==> config.mk <==
export PLATFORM = sky130hd
export DESIGN_NAME = odt_req_ctrl
export DESIGN_NICKNAME = d
export VERILOG_FILES = /design/src/rtl/odt_pkg.sv /design/src/rtl/odt_release_fsm.sv /design/src/rtl/odt_req_decode.sv /design/src/rtl/odt_req_out.sv /design/src/rtl/odt_req_ctrl.sv
export SDC_FILE = /design/constraint.sdc
export NUM_CORES = 1
export LEC_CHECK = 0
export BUFFER_PORTS_ARGS = -buffer_cell sky130_fd_sc_hd__buf_2
export CAP_MARGIN = 30
export CORE_ASPECT_RATIO = 1.5
export CORE_MARGIN = 2
export CORE_UTILIZATION = 36
export DETAILED_ROUTE_END_ITERATION = 10
export HOLD_SLACK_MARGIN = 0.05
export PLACE_DENSITY = 0.65
export SETUP_SLACK_MARGIN = 0.4
export SYNTH_ARGS = -nofsm -noshare
export SYNTH_HDL_FRONTEND = slang
export SYNTH_SLANG_ARGS = --single-unit
==> constraint.sdc <==
create_clock -name clk -period 3.62 [get_ports clk]
set_clock_uncertainty 0.2 [all_clocks]
set_input_delay 0.362 -clock clk [delete_from_list [all_inputs] [get_ports clk]]
set_output_delay 0.362 -clock clk [all_outputs]
set_load 0.01 [all_outputs]
==> src/rtl/odt_pkg.sv <==
package odt_pkg;

  typedef enum logic [2:0] {
    ST_IDLE,
    ST_GRANT,
    ST_HOLD,
    ST_CAPT,
    ST_MISS
  } rel_state_e;

  typedef enum logic [1:0] {
    RK_NONE,
    RK_CAPT,
    RK_REPEAT,
    RK_DIRECT
  } req_kind_e;

endpackage

==> src/rtl/odt_release_fsm.sv <==
module odt_release_fsm
  import odt_pkg::*;
(
  input  logic clk,
  input  logic rst,
  input  logic busy_i,
  input  logic rel_req_i,
  input  logic strobe_i,
  output logic ack_o,
  output logic oe_o,
  output logic capt_win_o
);

  rel_state_e state_q, state_d;
  logic       accept;

  assign accept = (state_q == ST_IDLE) && rel_req_i && !strobe_i && !busy_i;

  always_comb begin
    state_d = state_q;
    unique case (state_q)
      ST_IDLE:  if (accept) state_d = ST_GRANT;
      ST_GRANT: state_d = ST_HOLD;
      ST_HOLD:  state_d = ST_CAPT;
      ST_CAPT:  state_d = strobe_i ? ST_IDLE : ST_MISS;
      ST_MISS:  state_d = ST_IDLE;
      default:  state_d = ST_IDLE;
    endcase
  end

  always_ff @(posedge clk) begin
    if (rst) begin
      state_q <= ST_IDLE;
      ack_o   <= 1'b0;
      oe_o    <= 1'b1;
    end else begin
      state_q <= state_d;
      ack_o   <= (state_d == ST_GRANT);
      oe_o    <= !((state_d == ST_CAPT) || (state_d == ST_MISS));
    end
  end

  assign capt_win_o = (state_q == ST_CAPT);

endmodule

==> src/rtl/odt_req_decode.sv <==
module odt_req_decode
  import odt_pkg::*;
#(
  parameter int CH_W      = 2,
  parameter int DIRECT_CH = 2
) (
  input  logic            capt_win_i,
  input  logic            rel_req_i,
  input  logic            strobe_i,
  input  logic [CH_W-1:0] word_chan_i,
  input  logic [CH_W-1:0] last_chan_i,
  output req_kind_e       kind_o,
  output logic [CH_W-1:0] chan_o
);

  localparam logic [CH_W-1:0] DIR_IDX = CH_W'(DIRECT_CH);

  always_comb begin
    kind_o = RK_NONE;
    chan_o = last_chan_i;
    if (strobe_i) begin
      if (capt_win_i) begin
        kind_o = RK_CAPT;
        chan_o = word_chan_i;
      end else if (rel_req_i) begin
        kind_o = RK_DIRECT;
        chan_o = DIR_IDX;
      end else begin
        kind_o = RK_REPEAT;
        chan_o = last_chan_i;
      end
    end
  end

endmodule

==> src/rtl/odt_req_out.sv <==
module odt_req_out
  import odt_pkg::*;
#(
  parameter int NUM_CH = 4,
  parameter int CH_W   = 2,
  parameter int DATA_W = 32
) (
  input  logic              clk,
  input  logic              rst,
  input  req_kind_e         kind_i,
  input  logic [CH_W-1:0]   chan_i,
  input  logic [DATA_W-1:0] data_i,
  output logic [NUM_CH-1:0] chan_req_o,
  output logic [DATA_W-1:0] word_o,
  output logic [CH_W-1:0]   last_chan_o
);

  logic fire;
  assign fire = (kind_i != RK_NONE);

  for (genvar gi = 0; gi < NUM_CH; gi++) begin : g_chan
    always_ff @(posedge clk) begin
      if (rst) chan_req_o[gi] <= 1'b0;
      else     chan_req_o[gi] <= fire && (chan_i == CH_W'(gi));
    end
  end

  always_ff @(posedge clk) begin
    if (rst) begin
      word_o      <= '0;
      last_chan_o <= '0;
    end else if (kind_i == RK_CAPT) begin
      word_o      <= data_i;
      last_chan_o <= chan_i;
    end
  end

endmodule

==> src/rtl/odt_req_ctrl.sv <==
module odt_req_ctrl
  import odt_pkg::*;
#(
  parameter int DATA_W    = 32,
  parameter int NUM_CH    = 4,
  parameter int DIRECT_CH = 2
) (
  input  logic              clk,
  input  logic              rst,
  input  logic              bus_busy_i,
  input  logic              rel_req_i,
  input  logic              strobe_i,
  input  logic [DATA_W-1:0] bus_data_i,
  output logic              rel_ack_o,
  output logic              bus_oe_o,
  output logic [NUM_CH-1:0] chan_req_o,
  output logic [DATA_W-1:0] req_word_o
);

  localparam int CH_W = (NUM_CH > 1) ? $clog2(NUM_CH) : 1;

  logic            capt_win;
  req_kind_e       kind;
  logic [CH_W-1:0] chan;
  logic [CH_W-1:0] last_chan;

  odt_release_fsm u_fsm (
    .clk        (clk),
    .rst        (rst),
    .busy_i     (bus_busy_i),
    .rel_req_i  (rel_req_i),
    .strobe_i   (strobe_i),
    .ack_o      (rel_ack_o),
    .oe_o       (bus_oe_o),
    .capt_win_o (capt_win)
  );

  odt_req_decode #(
    .CH_W      (CH_W),
    .DIRECT_CH (DIRECT_CH)
  ) u_dec (
    .capt_win_i  (capt_win),
    .rel_req_i   (rel_req_i),
    .strobe_i    (strobe_i),
    .word_chan_i (bus_data_i[CH_W-1:0]),
    .last_chan_i (last_chan),
    .kind_o      (kind),
    .chan_o      (chan)
  );

  odt_req_out #(
    .NUM_CH (NUM_CH),
    .CH_W   (CH_W),
    .DATA_W (DATA_W)
  ) u_out (
    .clk         (clk),
    .rst         (rst),
    .kind_i      (kind),
    .chan_i      (chan),
    .data_i      (bus_data_i),
    .chan_req_o  (chan_req_o),
    .word_o      (req_word_o),
    .last_chan_o (last_chan)
  );

endmodule

== Yosys cells after proc, flatten, opt, wreduce, memory -nomap -nowiden ==
Index checks and enable logic that the tools add are counted.

* Register bits: 43
* Bits of input ports: 37
* Output and inout bits: 38
* Word-level logic and storage cells: 42

* Eq/ne operators: 10
* Multiplexer cells: 9
* Reductions and logical operators: 14

{| class="wikitable"
|+ Operators by type and width
! cell !! number
|-
| one-hot mux 3 bit (4 select lines) || 1
|-
| two-way mux 2 bit || 5
|-
| == test 3 x 2 -> 1 bit (second input constant) || 3
|-
| logical AND 1 bit || 7
|-
| == test 3 x 1 -> 1 bit (second input constant) || 2
|-
| two-way mux 3 bit || 2
|-
| == test 2 x 1 -> 1 bit (second input constant) || 2
|-
| == test 2 bit (second input constant) || 2
|-
| == test 3 bit (second input constant) || 1
|-
| logical NOT 1 bit || 3
|-
| logical NOT 3 bit || 1
|-
| logical NOT 2 bit || 1
|-
| nonzero test 2 bit || 1
|-
| logical OR 1 bit || 1
|-
| two-way mux 1 bit || 1
|}

== Logic depth before layout (Yosys ltp) ==
* Word-level depth: 9
* Mapped depth: 6
* Gate-level depth less buffers: 3

== Modules after synthesis ==
A second synthesis with hierarchy kept.

* Cell total of the unflattened synthesis: 186
* Area, all modules: 2,062.0 sq um

{| class="wikitable"
|+ Modules (own cells, without submodules)
! module !! times used !! cells each !! area an instance (sq um) !! seq. area each (sq um)
|-
| odt_req_out || 1 || 163 || 1,838.0 || 760.7
|-
| odt_release_fsm || 1 || 16 || 182.7 || 100.1
|-
| odt_req_decode || 1 || 7 || 41.3 || 0.0
|}

== Least setup slack after synthesis ==
No wires, ideal clock.

* Path kind: in2reg
* Start: input strobe_i
* End: register u_out.word_o[18]
* Setup time: 0.143 ns
* Data arrival time: 1.065 ns
* Required time: 3.277 ns
* Slack: 2.212 ns
* Stages on the path: 6
* Buffers on the path: 3
* Cell sequence: buf_4 and4b_1 buf_6 buf_6 nand2_1 a21oi_2

* Longest elaborated chain between the ends: 2

{| class="wikitable"
|+ RTL lines
! what !! line !! RTL
|-
| start: declaration || odt_req_ctrl.sv:12 || <nowiki>input logic strobe_i,</nowiki>
|-
| two-way mux 2 bit || odt_req_decode.sv:21 || <nowiki>if (strobe_i) begin</nowiki>
|-
| == test 2 x 1 -> 1 bit || odt_req_out.sv:32 || <nowiki>end else if (kind_i == RK_CAPT) begin</nowiki>
|-
| end signal: assignment || odt_req_out.sv:33 || <nowiki>word_o <= data_i;</nowiki>
|-
| end: declaration || odt_req_out.sv:14 || <nowiki>output logic [DATA_W-1:0] word_o,</nowiki>
|}

No other way between the ends.
A chain may end at the register's enable or synchronous reset.

== Final worst setup path ==
* Start: register u_fsm.state_q[0]
* End: register u_out.word_o[18]

* Longest elaborated chain between the ends: 4

{| class="wikitable"
|+ RTL lines
! what !! line !! RTL
|-
| start: declaration || odt_release_fsm.sv:14 || <nowiki>rel_state_e state_q, state_d;</nowiki>
|-
| start signal: assignment || odt_release_fsm.sv:37 || <nowiki>state_q <= state_d;</nowiki>
|-
| == test 3 x 2 -> 1 bit || odt_release_fsm.sv:43 || <nowiki>assign capt_win_o = (state_q == ST_CAPT);</nowiki>
|-
| two-way mux 2 bit || odt_req_decode.sv:22 || <nowiki>if (capt_win_i) begin</nowiki>
|-
| two-way mux 2 bit || odt_req_decode.sv:21 ||
|-
| == test 2 x 1 -> 1 bit || odt_req_out.sv:32 ||
|}

No other way between the ends.

==> summary.md <==
| Metric | Value |
|---|---|
| ANT cells | `0` |
| Drt first pass iters | `2` |
| Overall power | `860.8 µW` |
| Post-route ant nets | `0` |
| Number of synthesized flops with an enable pin | `0` |
| Main combinational cell family by area after synthesis | `simple AND/OR/NAND/NOR gates` |
| GRT met1 Usage | `0.1525` |
| Count of cell types in the netlist | `29` |
| Post-Syn Area per Cell | `8.944 µm²` |
| Dominant cell type by area after synthesis | `dfxtp_1` |
| # hold bufs at CTS | `0` |
| Relative slew slack | `0.3893` |
| # setup viols final | `0` |
| Core Area | `0.004504 mm²` |
| TritonCTS buffer count | `5` |
| Final Wtd Congestion | `0.7425` |
| Area Overhead vs Synth | `25.61%` |
| PD cells | `405.4 mW/mm²` |
| Max Slew Vio Count | `0` |
| Area contributors post-synth | `dfxtp_1 (51%), nand2_1 (15%), a21oi_2 (11%)` |
| Vias in the first global route | `1363` |
| Synth Net Count | `226` |
| Fmax | `489.5 MHz` |
| HPWL Detailed | `2657 µm` |
| Setup TNS | `0 ns` |
| Synthesized instance count | `189` |
| Met2 GRT Util | `0.2727` |
| Grt ovf | `0` |
| First DRT Iteration DRCs | `34` |
| Max Cap Viol | `0` |
| Maximum VDD drop | `0.2675 mV` |
| Yosys synthesis warning count | `0` |
| Clk Latency, worst-skew pair | `0.29 ns` |
| Via density | `4.909` |
| Htree depth | `2` |
| Mapped cell area | `0.001690 mm²` |
| Layout Cells excl Fill | `307` |
| Global-route wire length before repair | `5961 µm` |
| Total GRT Usage | `0.1484` |
| Setup bufs post-CTS | `0` |
| I/O Buffers | `74` |
| WHS | `0.1030 ns` |
| Top Ports | `75` |
| Status | `finished, final reports clean` |
| CP required | `3.59 ns` |
| Area fraction in and, or, nand and nor cells after synthesis | `0.2398` |
| Tmin final | `2.043 ns` |
| Compound-Gate Fraction of Synth Area | `0.1769` |
| Critical Path AT | `2.01 ns` |
| Full die area | `0.005271 mm²` |
| Vias | `1507` |
| Die Wd | `59.95 µm` |
| Placed Cells | `299` |
| Post-synthesis mux area share | `0` |
| Row count | `30` |
| # resized after CTS | `0` |
| Worst-path fanout max | `34` |
| Register area share after synthesis | `0.5093` |
| CTS tree | `done` |
| Worst Hold Class | `primary input to flop` |
| Layout cells sized above 1 | `0.4131` |
| Root buf cell | `clkbuf_8` |
| Most frequent cells after synthesis | `nand2_1 (67), dfxtp_1 (43), a21oi_2 (21)` |
| Most frequent cell after synthesis | `nand2_1` |
| Post-Synth Adder-Cell Area | `0` |
| Hold Vio Cnt, Final | `0` |
| Grt met3 use | `0.04579` |
| Busiest grt layer | `met2` |
| Pin count of the biggest net entering global routing | `35` |
| Reg clk slew, reported paths | `0.08 ns` |
| Post-route DRC | `0` |
| Area share of the leading cell type in the synthesized netlist | `0.5093` |
| Nets@finish | `295` |
| Async SR Flop Fraction | `0` |
| Seq cells post-synth | `43` |
| Starting density of the core | `0.3753` |
| RSZ-0062 raised after global routing | `no` |
| CTS sink cnt | `43` |
| Top_reg_cell synth | `dfxtp_1` |
| XOR/XNOR Fraction of Synth Area | `0.005181` |
| Final period util | `0.5643` |
| Pleak | `0.9243 nW` |
| Clock buffer depth | `2` |
| Avg WL per Cell | `12.42 µm` |
| Startpoint Class | `flop` |
| Routed WL | `3814 µm` |
| Critical path class | `flop to flop` |
| CP endpoint kind | `flop` |
| Initial antenna violation count | `0` |
| Worst-Margin Slew | `0.9127 ns` |
| Die height | `87.93 µm` |
==> area by class of cell <==
class,count,area (µm²)
Fill cell,486,2381
Sequential cell,43,860.8
Clock buffer,8,100.1
Timing Repair Buffer,76,385.4
Tap cell,48,60.06
Multi-Input combinational cell,131,713.2
Inverter,1,3.754
==> layer usage <==
layer,routed length (µm),vias up
met5,0,-
met3,162,6
met2,2054,37
met4,70,0
li1,-,756
met1,1527,708
==> through the flow <==
step	cell area [µm²]	setup slack, ns	utilization
6_report	2123	1.577	0.4714
3_3_place_gp	2023	1.594	0.4492
3_5_place_dp	2023	1.574	0.4492
2_1_floorplan	1690	2.212	-
5_1_grt	2123	1.357	0.4714
4_1_cts	2123	1.561	0.4714
==> power by group <==
part / total, mW / internal (mW) / leakage [nW] / switching (mW)
sequential: 0.483 / 0.478 / 0.347 / 0.00556
combinational: 0.0514 / 0.0237 / 0.526 / 0.0277
clock: 0.326 / 0.174 / 0.0515 / 0.152
total: 0.861 / 0.675 / 0.924 / 0.185
==> flip-flops by register name (all words and copies together), names as in the netlist <==
signal,count
u_fsm.ack_o,1
u_fsm.oe_o,1
u_fsm.state_q,3
u_out.chan_req_o,4
u_out.last_chan_o,2
u_out.word_o,32
==> kinds of logic (layout without fill, tap and decap cells) <==
group / count (synthesis) / count (layout)
flops: 43 / 43
compound gates: 42 / 42
simple gates: 88 / 88
buf+inv: 15 / 85
xor+xnor: 1 / 1
==> cell usage in the layout (no fill, tap or decap), types with 3 or more instances in the layout <==
master	instances
nor3_1	3
a21oi_2	21
buf_2	74
dfxtp_1	43
clkbuf_8	7
a21oi_1	17
nand2_1	67
==> worst max-delay path, cell delays in order, from the launching register on <==
cell and delay (ns):
dfxtp_1 0.53, nand4b_2 0.78, nand2_1 0.34, a21oi_2 0.08
==> worst paths after layout <==
path / startpoint / end / slack, ns / cells after the start
max: u_fsm.state_q[0] / u_out.word_o[18] / 1.58 / 3
min: bus_data_i[6] / u_out.word_o[6] / 0.10 / 3
max reg2reg: u_fsm.state_q[0] / u_out.word_o[18] / 1.58 / 3
min reg2reg: u_out.word_o[1] / u_out.word_o[1] / 0.26 / 2
(Power assumes the default switching activity.)
